==> src/rtl/gta_pkg.sv <==
`timescale 1ns/1ps
package gta_pkg;
    localparam int CNT_W = 16;
    localparam int DIV   = 64;

    // Control bit positions
    localparam int CB_EN    = 6;
    localparam int CB_GATED = 5;
    localparam int CB_POL   = 4;
    localparam int CB_OVIE  = 1;
    localparam int CB_EIE   = 0;

    // Flag bit positions
    localparam int FB_OVF = 1;
    localparam int FB_EDG = 0;

    typedef enum logic [1:0] {
        SEL_CTRL  = 2'd0,
        SEL_FLAG  = 2'd1,
        SEL_COUNT = 2'd2,
        SEL_NONE  = 2'd3
    } reg_sel_e;

    typedef struct packed {
        logic en;
        logic gated;
        logic pol;
        logic ovie;
        logic eie;
    } ctrl_t;

    typedef struct packed {
        logic ovf;
        logic edg;
    } flag_t;

    function automatic ctrl_t ctrl_from_byte(input logic [7:0] b);
        ctrl_t c;
        c.en    = b[CB_EN];
        c.gated = b[CB_GATED];
        c.pol   = b[CB_POL];
        c.ovie  = b[CB_OVIE];
        c.eie   = b[CB_EIE];
        return c;
    endfunction

    function automatic logic [7:0] ctrl_to_byte(input ctrl_t c);
        logic [7:0] b;
        b           = '0;
        b[CB_EN]    = c.en;
        b[CB_GATED] = c.gated;
        b[CB_POL]   = c.pol;
        b[CB_OVIE]  = c.ovie;
        b[CB_EIE]   = c.eie;
        return b;
    endfunction

    function automatic logic [7:0] flag_to_byte(input flag_t f);
        logic [7:0] b;
        b         = '0;
        b[FB_OVF] = f.ovf;
        b[FB_EDG] = f.edg;
        return b;
    endfunction
endpackage

==> src/rtl/gta_gate_sync.sv <==
`timescale 1ns/1ps
module gta_gate_sync #(
    parameter int STAGES = 2
) (
    input  logic clk,
    input  logic rst,
    input  logic gate_in,
    input  logic pol,
    output logic gate_act,
    output logic trail_edge
);
    logic [STAGES-1:0] sync_q;
    logic              act_q;

    generate
        if (STAGES == 1) begin : g_one
            always_ff @(posedge clk) begin
                if (rst) sync_q <= '0;
                else     sync_q <= gate_in;
            end
        end else begin : g_chain
            always_ff @(posedge clk) begin
                if (rst) sync_q <= '0;
                else     sync_q <= {sync_q[STAGES-2:0], gate_in};
            end
        end
    endgenerate

    // Polarity 0: high is active. Polarity 1: low is active.
    assign gate_act = sync_q[STAGES-1] ^ pol;

    always_ff @(posedge clk) begin
        if (rst) act_q <= 1'b0;
        else     act_q <= gate_act;
    end

    assign trail_edge = act_q & ~gate_act;
endmodule

==> src/rtl/gta_prescaler.sv <==
`timescale 1ns/1ps
module gta_prescaler #(
    parameter int DIV = 64
) (
    input  logic clk,
    input  logic rst,
    input  logic clr,
    input  logic run,
    output logic tick
);
    localparam int PW = (DIV > 1) ? $clog2(DIV) : 1;
    localparam logic [PW-1:0] LAST = PW'(DIV - 1);

    logic [PW-1:0] cnt_q;
    logic [PW-1:0] cnt_nx;

    assign tick = run && (cnt_q == LAST);

    generate
        if ((DIV & (DIV - 1)) == 0) begin : g_pow2
            assign cnt_nx = cnt_q + 1'b1;
        end else begin : g_any
            assign cnt_nx = (cnt_q == LAST) ? '0 : cnt_q + 1'b1;
        end
    endgenerate

    always_ff @(posedge clk) begin
        if (rst || clr) cnt_q <= '0;
        else if (run)   cnt_q <= cnt_nx;
    end


    prescaler_clr_chk: assert property (@(posedge clk) disable iff (rst)
        clr |=> (cnt_q == '0));
endmodule

==> src/rtl/gated_pulse_acc.sv <==
`timescale 1ns/1ps
module gated_pulse_acc #(
    parameter int CNT_W = gta_pkg::CNT_W,
    parameter int DIV   = gta_pkg::DIV
) (
    input  logic             clk,
    input  logic             rst,
    input  logic             gate_in,
    input  logic [1:0]       reg_addr,
    input  logic             reg_wr,
    input  logic [CNT_W-1:0] reg_wdata,
    output logic [CNT_W-1:0] reg_rdata,
    output logic             irq
);
    import gta_pkg::*;

    localparam int PAD = CNT_W - 8;

    ctrl_t            ctrl_q;
    flag_t            flag_q;
    logic [CNT_W-1:0] count_q;
    reg_sel_e         sel;
    logic             ctrl_wr, flag_wr, count_wr;
    logic             gate_act, trail_edge, run, tick;
    logic             edge_hit, ovf_hit;

    assign sel      = reg_sel_e'(reg_addr);
    assign ctrl_wr  = reg_wr && (sel == SEL_CTRL);
    assign flag_wr  = reg_wr && (sel == SEL_FLAG);
    assign count_wr = reg_wr && (sel == SEL_COUNT);

    gta_gate_sync #(.STAGES(2)) u_sync (
        .clk        (clk),
        .rst        (rst),
        .gate_in    (gate_in),
        .pol        (ctrl_q.pol),
        .gate_act   (gate_act),
        .trail_edge (trail_edge)
    );

    assign run = ctrl_q.en && ctrl_q.gated && gate_act;

    gta_prescaler #(.DIV(DIV)) u_pre (
        .clk  (clk),
        .rst  (rst),
        .clr  (~ctrl_q.en),
        .run  (run),
        .tick (tick)
    );

    assign edge_hit = ctrl_q.en && ctrl_q.gated && trail_edge;
    assign ovf_hit  = tick && (count_q == '1) && !count_wr;

    always_ff @(posedge clk) begin
        if (rst)          ctrl_q <= '0;
        else if (ctrl_wr) ctrl_q <= ctrl_from_byte(reg_wdata[7:0]);
    end

    always_ff @(posedge clk) begin
        if (rst)           count_q <= '0;
        else if (count_wr) count_q <= reg_wdata;
        else if (tick)     count_q <= count_q + 1'b1;
    end

    // A new event wins over a clear in the same cycle.
    always_ff @(posedge clk) begin
        if (rst) begin
            flag_q <= '0;
        end else begin
            flag_q.ovf <= ovf_hit  | (flag_q.ovf & ~(flag_wr & reg_wdata[FB_OVF]));
            flag_q.edg <= edge_hit | (flag_q.edg & ~(flag_wr & reg_wdata[FB_EDG]));
        end
    end

    always_comb begin
        unique case (sel)
            SEL_CTRL:  reg_rdata = {{PAD{1'b0}}, ctrl_to_byte(ctrl_q)};
            SEL_FLAG:  reg_rdata = {{PAD{1'b0}}, flag_to_byte(flag_q)};
            SEL_COUNT: reg_rdata = count_q;
            default:   reg_rdata = '0;
        endcase
    end

    assign irq = (flag_q.ovf & ctrl_q.ovie) | (flag_q.edg & ctrl_q.eie);


    count_step_chk: assert property (@(posedge clk) disable iff (rst)
        (!$past(count_wr) && (count_q != $past(count_q)))
            |-> (count_q == $past(count_q) + 1'b1));


    disabled_hold_chk: assert property (@(posedge clk) disable iff (rst)
        (!ctrl_q.en && !count_wr) |=> $stable(count_q));


    ovf_set_chk: assert property (@(posedge clk) disable iff (rst)
        (tick && (count_q == '1) && !count_wr) |=> flag_q.ovf);


    flag_w0_chk: assert property (@(posedge clk) disable iff (rst)
        (flag_wr && !reg_wdata[FB_EDG] && flag_q.edg) |=> flag_q.edg);


    irq_quiet_chk: assert property (@(posedge clk) disable iff (rst)
        (!ctrl_q.ovie && !ctrl_q.eie) |-> !irq);
endmodule

==> config.mk <==
export PLATFORM = sky130hd
export DESIGN_NAME = gated_pulse_acc
export DESIGN_NICKNAME = d
export VERILOG_FILES = /design/src/rtl/gta_pkg.sv /design/src/rtl/gta_gate_sync.sv /design/src/rtl/gta_prescaler.sv /design/src/rtl/gated_pulse_acc.sv
export SDC_FILE = /design/constraint.sdc
export NUM_CORES = 1
export LEC_CHECK = 0
export BUFFER_PORTS_ARGS = -buffer_cell sky130_fd_sc_hd__buf_4
export CAP_MARGIN = 5
export CORE_UTILIZATION = 49
export CTS_CLUSTER_DIAMETER = 200
export DETAILED_ROUTE_END_ITERATION = 10
export GPL_TIMING_DRIVEN = 1
export PLACE_DENSITY = 0.76
export SLEW_MARGIN = 10
export SYNTH_ARGS = -nofsm -noshare
export SYNTH_HDL_FRONTEND = slang
export SYNTH_SLANG_ARGS = --single-unit
==> constraint.sdc <==
create_clock -name clk -period 1.7 [get_ports clk]
set_input_delay 0.17 -clock clk [delete_from_list [all_inputs] [get_ports clk]]
set_output_delay 0.17 -clock clk [all_outputs]
set_load 0.005 [all_outputs]
==> After elaboration in Yosys (flattened, before gate mapping) <==
Index checks and enable logic that the tools add are counted.
{ "word_totals": {"register_bits": 32, "in_bits": 22, "output_inout_bits": 17, "wordCells": 48} }
{ "op_classes": {"addsub": 2, "n_eq_ne": 4, "muxes": 3, "bitwise_logic": 15, "reduce_logical": 13} }
{ "ops": {"columns": ["op", "count"], "rows": [
  ["16-bit case mux with 3 select lines", 1],
  ["16-bit 2-to-1 mux", 2],
  ["16-bit by 1-bit adder with 16-bit output, second input constant", 1],
  ["16-bit == test, second input constant", 1],
  ["1-bit logical AND", 9],
  ["1-bit bitwise AND", 7],
  ["6-bit by 1-bit adder with 6-bit output, second input constant", 1],
  ["6-bit == test, second input constant", 1],
  ["1-bit NOT", 4],
  ["1-bit OR", 3],
  ["2-bit by 1-bit == test with 1-bit output, second input constant", 1],
  ["2-bit == test, second input constant", 1],
  ["2-bit logical NOT", 1],
  ["2-bit nonzero test", 1],
  ["1-bit logical NOT", 1],
  ["1-bit logical OR", 1],
  ["1-bit bitwise XOR", 1]
]} }

==> Depth between registers and ports, before layout <==
{ "depth": {"depth_word": 6, "mapped_depth": 7} }

==> By module <==
A second synthesis with hierarchy kept.
{ "unflattened": {"cells_unflattened": 198, "area_unflattened_um2": 1715.4} }
{ "modules_own_cells": {"columns": ["module", "instances", "cells_per_inst", "area_each_um2"], "rows": [
  ["gated_pulse_acc", 1, 159, 1350.0],
  ["gta_prescaler", 1, 30, 270.3],
  ["gta_gate_sync", 1, 9, 95.1]
]} }

==> Worst setup path before layout <==
OpenSTA, ideal clock, no wires.
{ "synth_path": {"path_type": "register -> register", "from": "reg u_pre.cnt_q[0]", "to": "reg count_q[6]", "arrival_time_ns": 1.821, "t_required_ns": 1.609, "slack_ns": -0.212, "path_stages_with_launch": 7, "path_buffers": 1, "cell_sequence": "dfxtp_1 -> ha_1 -> nand4_1 -> or4b_4 -> clkbuf_8 -> or3_1 -> a311oi_1"} }
{ "synth_between": {"elab_chain_len": 3} }
{ "synth_rtl": {"columns": ["element", "line_no", "source"], "rows": [
  ["start, declared", "gta_prescaler.sv:14", "logic [PW-1:0] cnt_q;"],
  ["start signal, assigned", "gta_prescaler.sv:29", "else if (run) cnt_q <= cnt_nx;"],
  ["6-bit == test", "gta_prescaler.sv:17", "assign tick = run && (cnt_q == LAST);"],
  ["1-bit logical AND", "gta_prescaler.sv:17", null],
  ["2-bit nonzero test (no source line)", null, null],
  ["end signal, assigned", "gated_pulse_acc.sv:61", "else if (count_wr) count_q <= reg_wdata;"],
  ["end signal, assigned", "gated_pulse_acc.sv:62", "else if (tick) count_q <= count_q + 1'b1;"],
  ["end, declared", "gated_pulse_acc.sv:21", "logic [CNT_W-1:0] count_q;"]
]} }
Every way passes these cells.
A chain may end at the register's enable or synchronous reset.

==> Worst setup path in the final report <==
{ "layout_path": {"from": "reg u_pre.cnt_q[1]", "to": "reg count_q[6]"} }
The elaborated chain is that of the path after synthesis.

==> impl_metrics.toml <==
[sta]
fmax_ghz = 0.499
fin_crit_sh = 1.18
slew_viol_final = 0
fin_crit_ns = 2.00
fin_ws_ns = -0.304
hold_viol_final = 0
setup_violations = 17
tightest_slew_ns = 0.446
skew_ns = 0.00452
rsz0062_at_grt = "yes"
tns_ns = -3.51
max_slew_margin = 0.702

[placed_design]
hpwlAfterDp_microns = 3470
gp_congestion = 0.883
dpl_cell_area_sq_um = 2360
dp_slack_ns = -0.268
port_buffers = 38
dp.cells = 318

[yosys]
ys.warnings.count = 0
synth_top_cell_by_area = "dfxtp_1"
synth.top_cell.area_share = 0.352
async_flop_share = 0
synth_edf_count = 0
ys_seq_elements = 32
synth_area_leaders = "dfxtp_1 (35%), nor2_1 (6.6%), mux2i_1 (6.1%)"
seq_area_frac_synth = 0.352
synth_fp_nets = 236
ys_types = 42
synth_common_cells = "dfxtp_1 (32), nor2_1 (32), and2_1 (12), nand2_1 (12), mux2i_1 (11)"
netlist_area_sq_um = 1820
synthFlopType = "dfxtp_1"
syn_inst = 212
avgSynthCellArea_sq_um = 8.58

[route]
wirelength_microns = 5760
dr.pass1.iters = 4
wire_per_inst_microns = 17.3
ant_nets = 0
drc = 0
vias = 1985
drt_first_iter_violations = 123
vias_per_cell = 5.96

[clocking]
cts_tree = "yes"
cts_inserted_buffers = 5
clk_pin_slew_ns = 0.07
clock-sinks = 32
cts_max_level = 2
cts_root_buf = "clkbuf_8"
clockBufferDepth = 2
clk_latency_ns = 0.28

[global_routing]
gr-total-overflow = 0
grt_max_degree = 28
grt_pass1_wl_microns = 8670
grt_pass1_vias = 1884
grt_usage = 0.279
antenna_found_initial = 0

[pwr]
p_leak_nw = 1.03
p_per_area_nw_per_um2 = 614
peakVddDrop_mv = 0.449
total_power_mw = 1.65

[floorplan]
die_width_microns = 62.9
die_area_sq_um = 3960
die_height_microns = 62.9
io_pins = 39
start_util = 0.529
rows = 21
core_area_sq_um = 3440

[cells_and_area]
final_area_sq_um = 2690
fin_cells = 333
num-fill-cells = 245
nets = 310
area_delta_synth_final_pct = 47.7
n_antenna_cell = 0
drive_gt1_frac = 0.429

[flow_run]
max_cap_violations = 0

[critical_path]
ff2ff_path_depth = 5
crit_fanout = 6
arrival_ns = 2.18
startpoint_type = "register"
path_class = "reg2reg"
endpoint_kind = "register"
required_ns = 1.87

[min_path]
whs_path_depth = 2
hold_path.class = "in2reg"

[status]
failed_checks = "setup timing"
status = "complete, but fails checks"
## per-layer routing
metal	track usage	routed length, microns	part of all wire
met5	0	0	0
met4	0.134	220	0.038
met3	0.0529	377	0.065
met2	0.484	2810	0.49
met1	0.326	2350	0.41
## through the flow
stage / hold slack (ns) / utilization
floorplan: 0.298 / -
global placement: 0.383 / 0.686
detailed placement: 0.396 / 0.686
CTS: 0.105 / 0.740
global route: 0.130 / 0.780
finish: 0.104 / 0.780
## cell type report
cell class / instances / area (sq um) / share of cell area
clock inverters: 1 / 7.51 / 0.00279
multi-input cells: 164 / 1240 / 0.463
flip-flops and latches: 32 / 647 / 0.241
well taps: 46 / 57.6 / 0.0214
repair buffers: 80 / 632 / 0.235
clock buffers: 7 / 86.3 / 0.0321
inverters: 3 / 11.3 / 0.00419
## state kept, by name (all words and copies together) (netlist names)
name,flops
u_sync.act_q,1
flag_q,2
ctrl_q,5
u_sync.sync_q,2
u_pre.cnt_q,6
count_q,16
## power breakdown
part / leakage (nW) / internal [mW] / switching [mW]
Sequential: 0.263 / 0.778 / 0.0177
Clock: 0.0445 / 0.329 / 0.278
Combinational: 0.726 / 0.123 / 0.124
Total: 1.03 / 1.23 / 0.420
## what timing repair did
item / 4_1_cts / 5_1_grt
endpoints found under the hold margin: 0 / 0
gates resized for setup: 9 / 24
pin swaps: 10 / 10
buffers inserted: 5 / 0
gates cloned: 2 / 0
hold buffers: 0 / 0
setup endpoints to repair: 17 / 17
## cell families after synthesis
| kind of cell | count (synthesis) | synth area share |
|---|---|---|
| mux | 11 | 0.0605 |
| xor+xnor | 8 | 0.0426 |
| compound gates | 38 | 0.154 |
| flops | 32 | 0.352 |
| fa+ha+maj | 2 | 0.0138 |
| simple gates | 103 | 0.311 |
| buf+inv | 18 | 0.0660 |
## path summary, 6_finish.rpt
kind	slack [ns]	from	to
hold reg to reg	0.47	u_sync.sync_q[0]	u_sync.sync_q[1]
setup / recovery	-0.30	u_pre.cnt_q[1]	count_q[6]
hold / removal	0.10	gate_in	u_sync.sync_q[0]
setup reg to reg	-0.30	u_pre.cnt_q[1]	count_q[6]
## critical path: stages (launching register included)
cell,delay (ns)
dfxtp_2,0.35
ha_4,0.13
nand4_1,0.14
or4b_4,0.60
or3_4,0.36
a311oi_2,0.31
## layout by cell type (no fill, tap or decap), types with 3 or more instances in the layout
master,count
nand3_1,5
a311oi_1,4
or4_1,4
o21ai_0,4
o31ai_1,5
a311oi_2,5
nand2_1,12
mux2i_1,11
buf_6,5
or3_4,3
and2_1,12
a211oi_2,3
nor2b_1,3
a21oi_1,6
or4_4,4
buf_4,74
dfxtp_2,5
nand4_1,6
dfxtp_1,27
inv_1,3
nor3b_1,3
nor4_1,4
nor2_1,32
clkbuf_8,6
xnor2_1,5
nor3_1,3
Note: power is estimated with default switching activity, not from simulation.
